**config.mk**
```make
export PLATFORM = sky130hd
export DESIGN_NAME = arith_flag_unit
export DESIGN_NICKNAME = d
export VERILOG_FILES = /design/src/rtl/arith_pkg.sv /design/src/rtl/arith_ctrl.sv /design/src/rtl/arith_datapath.sv /design/src/rtl/arith_flag_unit.sv
export SDC_FILE = /design/constraint.sdc
export NUM_CORES = 1
export LEC_CHECK = 0
export BUFFER_PORTS_ARGS = -buffer_cell sky130_fd_sc_hd__buf_2
export CAP_MARGIN = 20
export CELL_PAD_IN_SITES_DETAIL_PLACEMENT = 0
export CELL_PAD_IN_SITES_GLOBAL_PLACEMENT = 1
export CORE_MARGIN = 10
export CORE_UTILIZATION = 37
export DETAILED_ROUTE_END_ITERATION = 8
export HOLD_SLACK_MARGIN = 0.12
export PLACE_DENSITY_LB_ADDON = 0.1
export RECOVER_POWER = 25
export SYNTH_ARGS = -nofsm -noshare
export SYNTH_HDL_FRONTEND = slang
export SYNTH_SLANG_ARGS = --single-unit
```
**constraint.sdc**
```tcl
create_clock -name clk -period 3.3 [get_ports clk]
set_input_delay 0.165 -clock clk [delete_from_list [all_inputs] [get_ports clk]]
set_output_delay 0.165 -clock clk [all_outputs]
set_load 0.01 [all_outputs]
```
**src/rtl/arith_pkg.sv**
```systemverilog
package arith_pkg;

  typedef enum logic [2:0] {
    OP_ADD = 3'd0,
    OP_ADC = 3'd1,
    OP_INC = 3'd2,
    OP_SUB = 3'd3,
    OP_SBB = 3'd4,
    OP_DEC = 3'd5,
    OP_NEG = 3'd6,
    OP_CMP = 3'd7
  } arith_op_e;

  // Strobes from control to datapath
  typedef struct packed {
    logic subtract;     // a - b - cin instead of a + b + cin
    logic useCarry;     // stored carry feeds the carry/borrow input
    logic keepCarry;    // carry flag is not updated
    logic negate;       // a = 0, b = destination
    logic unitOperand;  // b = 1
    logic storeResult;  // destination is written
  } arith_ctrl_t;

  typedef struct packed {
    logic overflow;
    logic sign;
    logic zero;
    logic aux;
    logic parity;
    logic carry;
  } arith_flags_t;

endpackage

```
**src/rtl/arith_ctrl.sv**
```systemverilog
module arith_ctrl
  import arith_pkg::*;
(
  input  arith_op_e   opCode,
  output arith_ctrl_t ctrl
);

  always_comb begin
    ctrl = '0;
    ctrl.storeResult = 1'b1;
    unique case (opCode)
      OP_ADD: ;
      OP_ADC: ctrl.useCarry = 1'b1;
      OP_INC: begin
        ctrl.unitOperand = 1'b1;
        ctrl.keepCarry   = 1'b1;
      end
      OP_SUB: ctrl.subtract = 1'b1;
      OP_SBB: begin
        ctrl.subtract = 1'b1;
        ctrl.useCarry = 1'b1;
      end
      OP_DEC: begin
        ctrl.subtract    = 1'b1;
        ctrl.unitOperand = 1'b1;
        ctrl.keepCarry   = 1'b1;
      end
      OP_NEG: begin
        ctrl.subtract = 1'b1;
        ctrl.negate   = 1'b1;
      end
      OP_CMP: begin
        ctrl.subtract    = 1'b1;
        ctrl.storeResult = 1'b0;
      end
      default: ;
    endcase
  end

endmodule

```
**src/rtl/arith_datapath.sv**
```systemverilog
module arith_datapath
  import arith_pkg::*;
#(
  parameter int DATA_W = 16,
  parameter int BYTE_W = 8
) (
  input  arith_ctrl_t       ctrl,
  input  logic              wordSel,
  input  logic [DATA_W-1:0] dstIn,
  input  logic [DATA_W-1:0] srcIn,
  input  logic              carryIn,
  output logic [DATA_W-1:0] result,
  output arith_flags_t      flagsNext
);

  localparam int EXT_W   = DATA_W + 1;
  localparam int NIB_W   = 4;
  localparam int UPPER_W = DATA_W - BYTE_W;

  logic [DATA_W-1:0] opMask;
  logic [DATA_W-1:0] dstM, srcM, opA, opB, resM;
  logic [EXT_W-1:0]  ext, cinExt;
  logic              cin, aSign, bSign, rSign, cOut, ovf;

  assign opMask = wordSel ? {DATA_W{1'b1}} : {{UPPER_W{1'b0}}, {BYTE_W{1'b1}}};
  assign dstM   = dstIn & opMask;
  assign srcM   = srcIn & opMask;

  always_comb begin
    opA = ctrl.negate ? '0 : dstM;
    if (ctrl.negate)           opB = dstM;
    else if (ctrl.unitOperand) opB = {{(DATA_W-1){1'b0}}, 1'b1};
    else                       opB = srcM;
  end

  assign cin    = ctrl.useCarry & carryIn;
  assign cinExt = {{DATA_W{1'b0}}, cin};
  assign ext    = ctrl.subtract ? ({1'b0, opA} - {1'b0, opB} - cinExt)
                                : ({1'b0, opA} + {1'b0, opB} + cinExt);
  assign resM   = ext[DATA_W-1:0] & opMask;
  assign result = resM;

  // Size-dependent bit taps
  assign aSign = wordSel ? opA[DATA_W-1] : opA[BYTE_W-1];
  assign bSign = wordSel ? opB[DATA_W-1] : opB[BYTE_W-1];
  assign rSign = wordSel ? resM[DATA_W-1] : resM[BYTE_W-1];
  assign cOut  = wordSel ? ext[DATA_W] : ext[BYTE_W];

  assign ovf = ctrl.subtract ? ((aSign != bSign) && (rSign != aSign))
                             : ((aSign == bSign) && (rSign != aSign));

  always_comb begin
    flagsNext.overflow = ovf;
    flagsNext.sign     = rSign;
    flagsNext.zero     = (resM == '0);
    flagsNext.aux      = opA[NIB_W] ^ opB[NIB_W] ^ ext[NIB_W];
    flagsNext.parity   = ~^resM[BYTE_W-1:0];
    flagsNext.carry    = ctrl.keepCarry ? carryIn : cOut;
  end

endmodule

```
**src/rtl/arith_flag_unit.sv**
```systemverilog
module arith_flag_unit
  import arith_pkg::*;
#(
  parameter int DATA_W = 16,
  parameter int BYTE_W = 8
) (
  input  logic              clk,
  input  logic              rstN,
  input  logic              opValid,
  input  logic [2:0]        opCode,
  input  logic              wordSel,
  input  logic [DATA_W-1:0] dstIn,
  input  logic [DATA_W-1:0] srcIn,
  output logic [DATA_W-1:0] resultOut,
  output logic              writeEn,
  output logic [5:0]        flagsOut
);

  arith_ctrl_t  ctrl;
  arith_flags_t flagsReg, flagsNext;

  arith_ctrl u_ctrl (
    .opCode (arith_op_e'(opCode)),
    .ctrl   (ctrl)
  );

  arith_datapath #(.DATA_W(DATA_W), .BYTE_W(BYTE_W)) u_dp (
    .ctrl      (ctrl),
    .wordSel   (wordSel),
    .dstIn     (dstIn),
    .srcIn     (srcIn),
    .carryIn   (flagsReg.carry),
    .result    (resultOut),
    .flagsNext (flagsNext)
  );

  always_ff @(posedge clk or negedge rstN) begin
    if (!rstN)        flagsReg <= '0;
    else if (opValid) flagsReg <= flagsNext;
  end

  assign writeEn  = opValid & ctrl.storeResult;
  assign flagsOut = flagsReg;

  logic negNonZero;
  assign negNonZero = wordSel ? (dstIn != '0) : (dstIn[BYTE_W-1:0] != '0);

  AST_CMP_NO_WRITE: assert property (@(posedge clk) disable iff (!rstN)
    (opValid && opCode == 3'd7) |-> !writeEn);

  AST_KEEP_CARRY: assert property (@(posedge clk) disable iff (!rstN)
    (opValid && (opCode == 3'd2 || opCode == 3'd5)) |=> (flagsOut[0] == $past(flagsOut[0])));

  AST_NEG_CARRY: assert property (@(posedge clk) disable iff (!rstN)
    (opValid && opCode == 3'd6) |=> (flagsOut[0] == $past(negNonZero)));

  AST_IDLE_HOLD: assert property (@(posedge clk) disable iff (!rstN)
    !opValid |=> $stable(flagsOut));

  AST_ZERO_FLAG: assert property (@(posedge clk) disable iff (!rstN)
    opValid |=> (flagsOut[3] == ($past(resultOut) == '0)));

endmodule

```
==> report_table.html <==
<table>
<tr><th>Metric</th><th>Value</th></tr>
<tr><th colspan="2">Outcome</th></tr>
<tr><td>Status</td><td>finished with violations</td></tr>
<tr><td>Failing checks</td><td>negative setup slack</td></tr>
<tr><th colspan="2">Timing</th></tr>
<tr><td>Worst rel slew slack</td><td>42.79%</td></tr>
<tr><td>RSZ-0062 raised after global routing</td><td>yes</td></tr>
<tr><td>Max-slew violations</td><td>0</td></tr>
<tr><td>Final-layout worst hold slack</td><td>approximately 0.33 ns</td></tr>
<tr><td>Finish-stage setup viols</td><td>8</td></tr>
<tr><td>Period minus WS final</td><td>about 3.7 ns</td></tr>
<tr><td>Post-route setup slack</td><td>-0.3525 ns</td></tr>
<tr><td>Slew at the pin closest to its max-slew limit</td><td>0.8582 ns</td></tr>
<tr><td>Hold violation count in the final report</td><td>0</td></tr>
<tr><td>Max Fclk</td><td>273.8 MHz</td></tr>
<tr><td>Post-route clock period utilization</td><td>110.7%</td></tr>
<tr><td>Worst clock skew</td><td>between 0.002 and 0.003 ns</td></tr>
<tr><th colspan="2">Cells and area</th></tr>
<tr><td>Fraction of layout cells with a size suffix above 1</td><td>around 50%</td></tr>
<tr><td>Number of fill cells</td><td>737</td></tr>
<tr><td>Max FFs per register</td><td>6</td></tr>
<tr><td>Total number of nets in the final design</td><td>between 700 and 800</td></tr>
<tr><td>Finished layout cell area</td><td>~0.0054 sq mm</td></tr>
<tr><td>Area Overhead vs Synth</td><td>71.99%</td></tr>
<tr><td>Number of diodes added for antenna fixing</td><td>0</td></tr>
<tr><th colspan="2">Placement</th></tr>
<tr><td>DP Area</td><td>between 0.004 and 0.005 sq mm</td></tr>
<tr><td>Buffers on Ports</td><td>61</td></tr>
<tr><td>Post-Place Worst Slack</td><td>-0.9493 ns</td></tr>
<tr><td>Detail Placement HPWL</td><td>about 10 mm</td></tr>
<tr><td>Final Wtd Congestion</td><td>slightly above 0.9</td></tr>
<tr><th colspan="2">Setup path</th></tr>
<tr><td>Worst setup path startpoint</td><td>flagsOut[0]</td></tr>
<tr><td>Startpoint of the worst register-to-register path</td><td>flagsOut[0]</td></tr>
<tr><td>R2r setup slk</td><td>-0.35 ns</td></tr>
<tr><td>Slowest library cell on the worst path</td><td>sky130_fd_sc_hd__or4b_4</td></tr>
<tr><td>Startpoint types</td><td>register</td></tr>
<tr><td>CP required</td><td>3.41 ns</td></tr>
<tr><td>Register-to-Register Path Depth</td><td>13</td></tr>
<tr><td>Highest cell delay on the worst timing path</td><td>around 0.54 ns</td></tr>
<tr><td>Setup Crit Path Kind</td><td>register to register</td></tr>
<tr><td>CP Max Fanout</td><td>3</td></tr>
<tr><td>End point of the critical path</td><td>flagsOut[3]</td></tr>
<tr><td>Data arrival time of the critical path</td><td>about 3.8 ns</td></tr>
<tr><td>Cells traversed along the worst timing path</td><td>nand3b_1 &gt; inv_2 &gt; fa_2 &gt; inv_2 &gt; fa_2 &gt; nor2b_4 &gt; o31a_1 &gt; o311ai_4 &gt; nand3_2 &gt; o2111a_1 &gt; or4_4 &gt; or4b_4 &gt; o41ai_2</td></tr>
<tr><td>Critical path depth</td><td>13</td></tr>
<tr><td>Critical Path Sink Type</td><td>register</td></tr>
<tr><td>Cell class contributing the biggest share of worst-path delay</td><td>simple AND/OR/NAND/NOR gates</td></tr>
<tr><td>Total buffers and inverters traversed by the critical path</td><td>2</td></tr>
<tr><td>Terminus of the critical flop-to-flop path</td><td>flagsOut[3]</td></tr>
<tr><th colspan="2">Clock network</th></tr>
<tr><td>Number of buffers created by CTS</td><td>3</td></tr>
<tr><td>Clock tree buffer depth</td><td>2</td></tr>
<tr><td>Buffer cell driving the clock tree root</td><td>sky130_fd_sc_hd__clkbuf_8</td></tr>
<tr><td>Clock transition at the registers of the reported paths</td><td>around 0.04 ns</td></tr>
<tr><td>Clock tree from TritonCTS</td><td>yes</td></tr>
<tr><td>Htree depth</td><td>1</td></tr>
<tr><td>Clock sink count</td><td>6</td></tr>
<tr><td>Clock insertion delay at the later pin of the skew report</td><td>0.22 ns</td></tr>
<tr><th colspan="2">GRT</th></tr>
<tr><td>Initial antenna violation count</td><td>0</td></tr>
<tr><td>Remaining Overflow, GRT</td><td>0</td></tr>
<tr><td>Global-route total usage across every layer</td><td>around a fifth</td></tr>
<tr><td>Global-route wire length before repair</td><td>between 20 and 25 mm</td></tr>
<tr><td>Via count of the first global-routing pass</td><td>4062</td></tr>
<tr><td>Largest net degree at the start of global routing</td><td>22</td></tr>
<tr><th colspan="2">Hold path</th></tr>
<tr><td>Worst Hold Class</td><td>input port to register</td></tr>
<tr><td>Number of cells on the worst hold path</td><td>2</td></tr>
<tr><th colspan="2">Yosys</th></tr>
<tr><td>Sequential area share after synthesis</td><td>4.768%</td></tr>
<tr><td>Fraction of synthesis flops using an asynchronous set or reset pin</td><td>between 90% and 100%</td></tr>
<tr><td>Leading post-synthesis cells by cell area</td><td>sky130_fd_sc_hd__ha_1 19%, sky130_fd_sc_hd__inv_1 6.8%, sky130_fd_sc_hd__a22o_1 5.8%</td></tr>
<tr><td>Synthesized cell area</td><td>0.003149 sq mm</td></tr>
<tr><td>Most area-hungry cell type in the Yosys netlist</td><td>sky130_fd_sc_hd__ha_1</td></tr>
<tr><td>Most frequent cell after synthesis</td><td>sky130_fd_sc_hd__inv_1</td></tr>
<tr><td>Most frequent cells after synthesis</td><td>57 x sky130_fd_sc_hd__inv_1, 47 x sky130_fd_sc_hd__ha_1, 40 x sky130_fd_sc_hd__nand2_1</td></tr>
<tr><td>Post-synth top area share</td><td>18.67%</td></tr>
<tr><td>Cell count after synthesis</td><td>roughly 440</td></tr>
<tr><td>Number of enable-type register cells in the synthesized netlist</td><td>0</td></tr>
<tr><td>Net Count, Synth</td><td>between 500 and 600</td></tr>
<tr><td>Yosys synthesis warning count</td><td>0</td></tr>
<tr><td>Most used flip-flop cell after synthesis</td><td>sky130_fd_sc_hd__dfrtp_1</td></tr>
<tr><td>Synthesized flop and latch total</td><td>6</td></tr>
<tr><td>Mean instance size in the synthesized netlist</td><td>~7.1 sq um</td></tr>
<tr><td>Post-synth cell types</td><td>63</td></tr>
<tr><th colspan="2">Detailed routing</th></tr>
<tr><td>Wire length after detailed routing</td><td>around 13 mm</td></tr>
<tr><td>Pre-Repair DR Iteration Count</td><td>6</td></tr>
<tr><td>Number of remaining DRC errors</td><td>0</td></tr>
<tr><td>ANT nets after route</td><td>0</td></tr>
<tr><td>DRT iter0 DRCs</td><td>290</td></tr>
<tr><td>Post-DR vias/cell</td><td>5.480</td></tr>
<tr><td>Count of vias placed by the detailed router</td><td>about 4100</td></tr>
<tr><td>Wire per inst</td><td>~17 microns</td></tr>
<tr><th colspan="2">Die</th></tr>
<tr><td>Horiz. Die Dim</td><td>between 100 and 150 microns</td></tr>
<tr><td>Starting density of the core</td><td>38.14%</td></tr>
<tr><td>Die Outline Area</td><td>~0.013 sq mm</td></tr>
<tr><td>I/O pin cnt</td><td>between 60 and 70</td></tr>
<tr><td>Die Y</td><td>between 100 and 150 microns</td></tr>
<tr><td>Rows</td><td>33</td></tr>
<tr><td>Core region area</td><td>about 0.0083 sq mm</td></tr>
<tr><th colspan="2">Flow run</th></tr>
<tr><td>Max-cap violations</td><td>0</td></tr>
<tr><th colspan="2">Power</th></tr>
<tr><td>Power Density</td><td>~370 mW/mm^2</td></tr>
<tr><td>Static leakage</td><td>between 2 and 3 nW</td></tr>
<tr><td>Maximum vdd ir drop</td><td>about 230 uV</td></tr>
</table>
==> through the flow <==
stage,util [%],setup TNS [ns],std cells,power (mW)
final,65.59,-1.056,744,1.992
after global routing,65.59,-2.062,744,2.146
after CTS,62.30,-1.464,744,1.859
after detailed placement,56.82,-4.425,726,1.533
after global placement,56.82,-3.749,726,1.512
after floorplan,-,-0.8682,441,0.9322
==> area by class of cell <==
cell class                 instances  area, sq um  share of cell area [%]
clock buffer                       3        41.29                  0.7623
sequential                         6        150.1                   2.772
multi-input combinational        357         3316                   61.22
tap                              105        131.4                   2.426
inverter                          57        214.0                   3.950
timing repair buffer             216         1564                   28.88
==> per-layer routing <==
| metal | up-vias | GRT usage (%) | routed length, microns | part of all wire [%] |
|---|---|---|---|---|
| li1 | 1995 | - | - | - |
| met1 | 1949 | 26.40 | 5951 | 46 |
| met2 | 126 | 31.75 | 6097 | 47 |
| met3 | 7 | 2.183 | 852 | 6.6 |
| met4 | 0 | 1.523 | 55 | 0.42 |
| met5 | - | 0 | 0 | 0 |
==> placed cells by master, fill, tap and decap left out, types with 7 or more instances in the layout <==
cell	Yosys	final
sky130_fd_sc_hd__a21o_1	9	9
sky130_fd_sc_hd__nand2_1	40	39
sky130_fd_sc_hd__and3_1	7	7
sky130_fd_sc_hd__a22o_1	21	18
sky130_fd_sc_hd__inv_1	57	47
sky130_fd_sc_hd__nand3b_1	9	9
sky130_fd_sc_hd__ha_1	47	31
sky130_fd_sc_hd__inv_2	0	10
sky130_fd_sc_hd__a21oi_1	26	15
sky130_fd_sc_hd__ha_4	0	16
sky130_fd_sc_hd__buf_2	0	54
sky130_fd_sc_hd__nand3_1	8	7
sky130_fd_sc_hd__nor2_1	23	22
sky130_fd_sc_hd__a21oi_2	0	10
sky130_fd_sc_hd__xnor2_1	18	13
sky130_fd_sc_hd__buf_4	1	140
sky130_fd_sc_hd__nor3_1	11	9
sky130_fd_sc_hd__buf_6	0	19
==> timing repair <==
item                       4_1_cts  5_1_grt
hold endpoints to repair         6        0
setup endpoints to repair       12       14
hold buffers                     1        0
pin swaps                       35       37
setup buffers                   16        8
gates resized for setup         62       52
==> worst register-to-register path: cells and delay by family (launching register included) <==
family                   cells  cell delay, ns
flip-flops                   1            0.38
AND/OR/NAND/NOR              5            1.27
AO/OA/AOI/OAI                4            1.06
adder cells (fa/ha/maj)      2            0.67
buffers and inverters        2            0.15
==> logic make-up (layout without fill, tap and decap cells) <==
family,after synthesis,count (layout),share of synthesized area [%]
buf+inv,78,276,9.416
mux,7,7,2.344
fa+ha+maj,51,51,21.22
simple gates,145,145,24.99
flops,6,6,4.767
compound gates,131,131,30.87
xor+xnor,23,23,6.396
==> worst min path at each step <==
| stage | start | to | slack [ns] |
|---|---|---|---|
| 4_1_cts | rstN | flagsOut[0] | 0.31 |
| 3_5_place_dp | rstN | flagsOut[0] | 0.004 |
| 2_1_floorplan | rstN | flagsOut[0] | -0.13 |
| 6_report | opValid | flagsOut[5] | 0.33 |
| 3_3_place_gp | rstN | flagsOut[1] | 0.006 |
| 5_1_grt | opValid | flagsOut[5] | 0.34 |
==> report_power, final <==
| group | switching, mW | internal [mW] |
|---|---|---|
| logic | 0.829 | 0.942 |
| registers | 0.0120 | 0.0971 |
| clock network | 0.0330 | 0.0785 |
| total | 0.874 | 1.12 |
(Power assumes the default switching activity.)
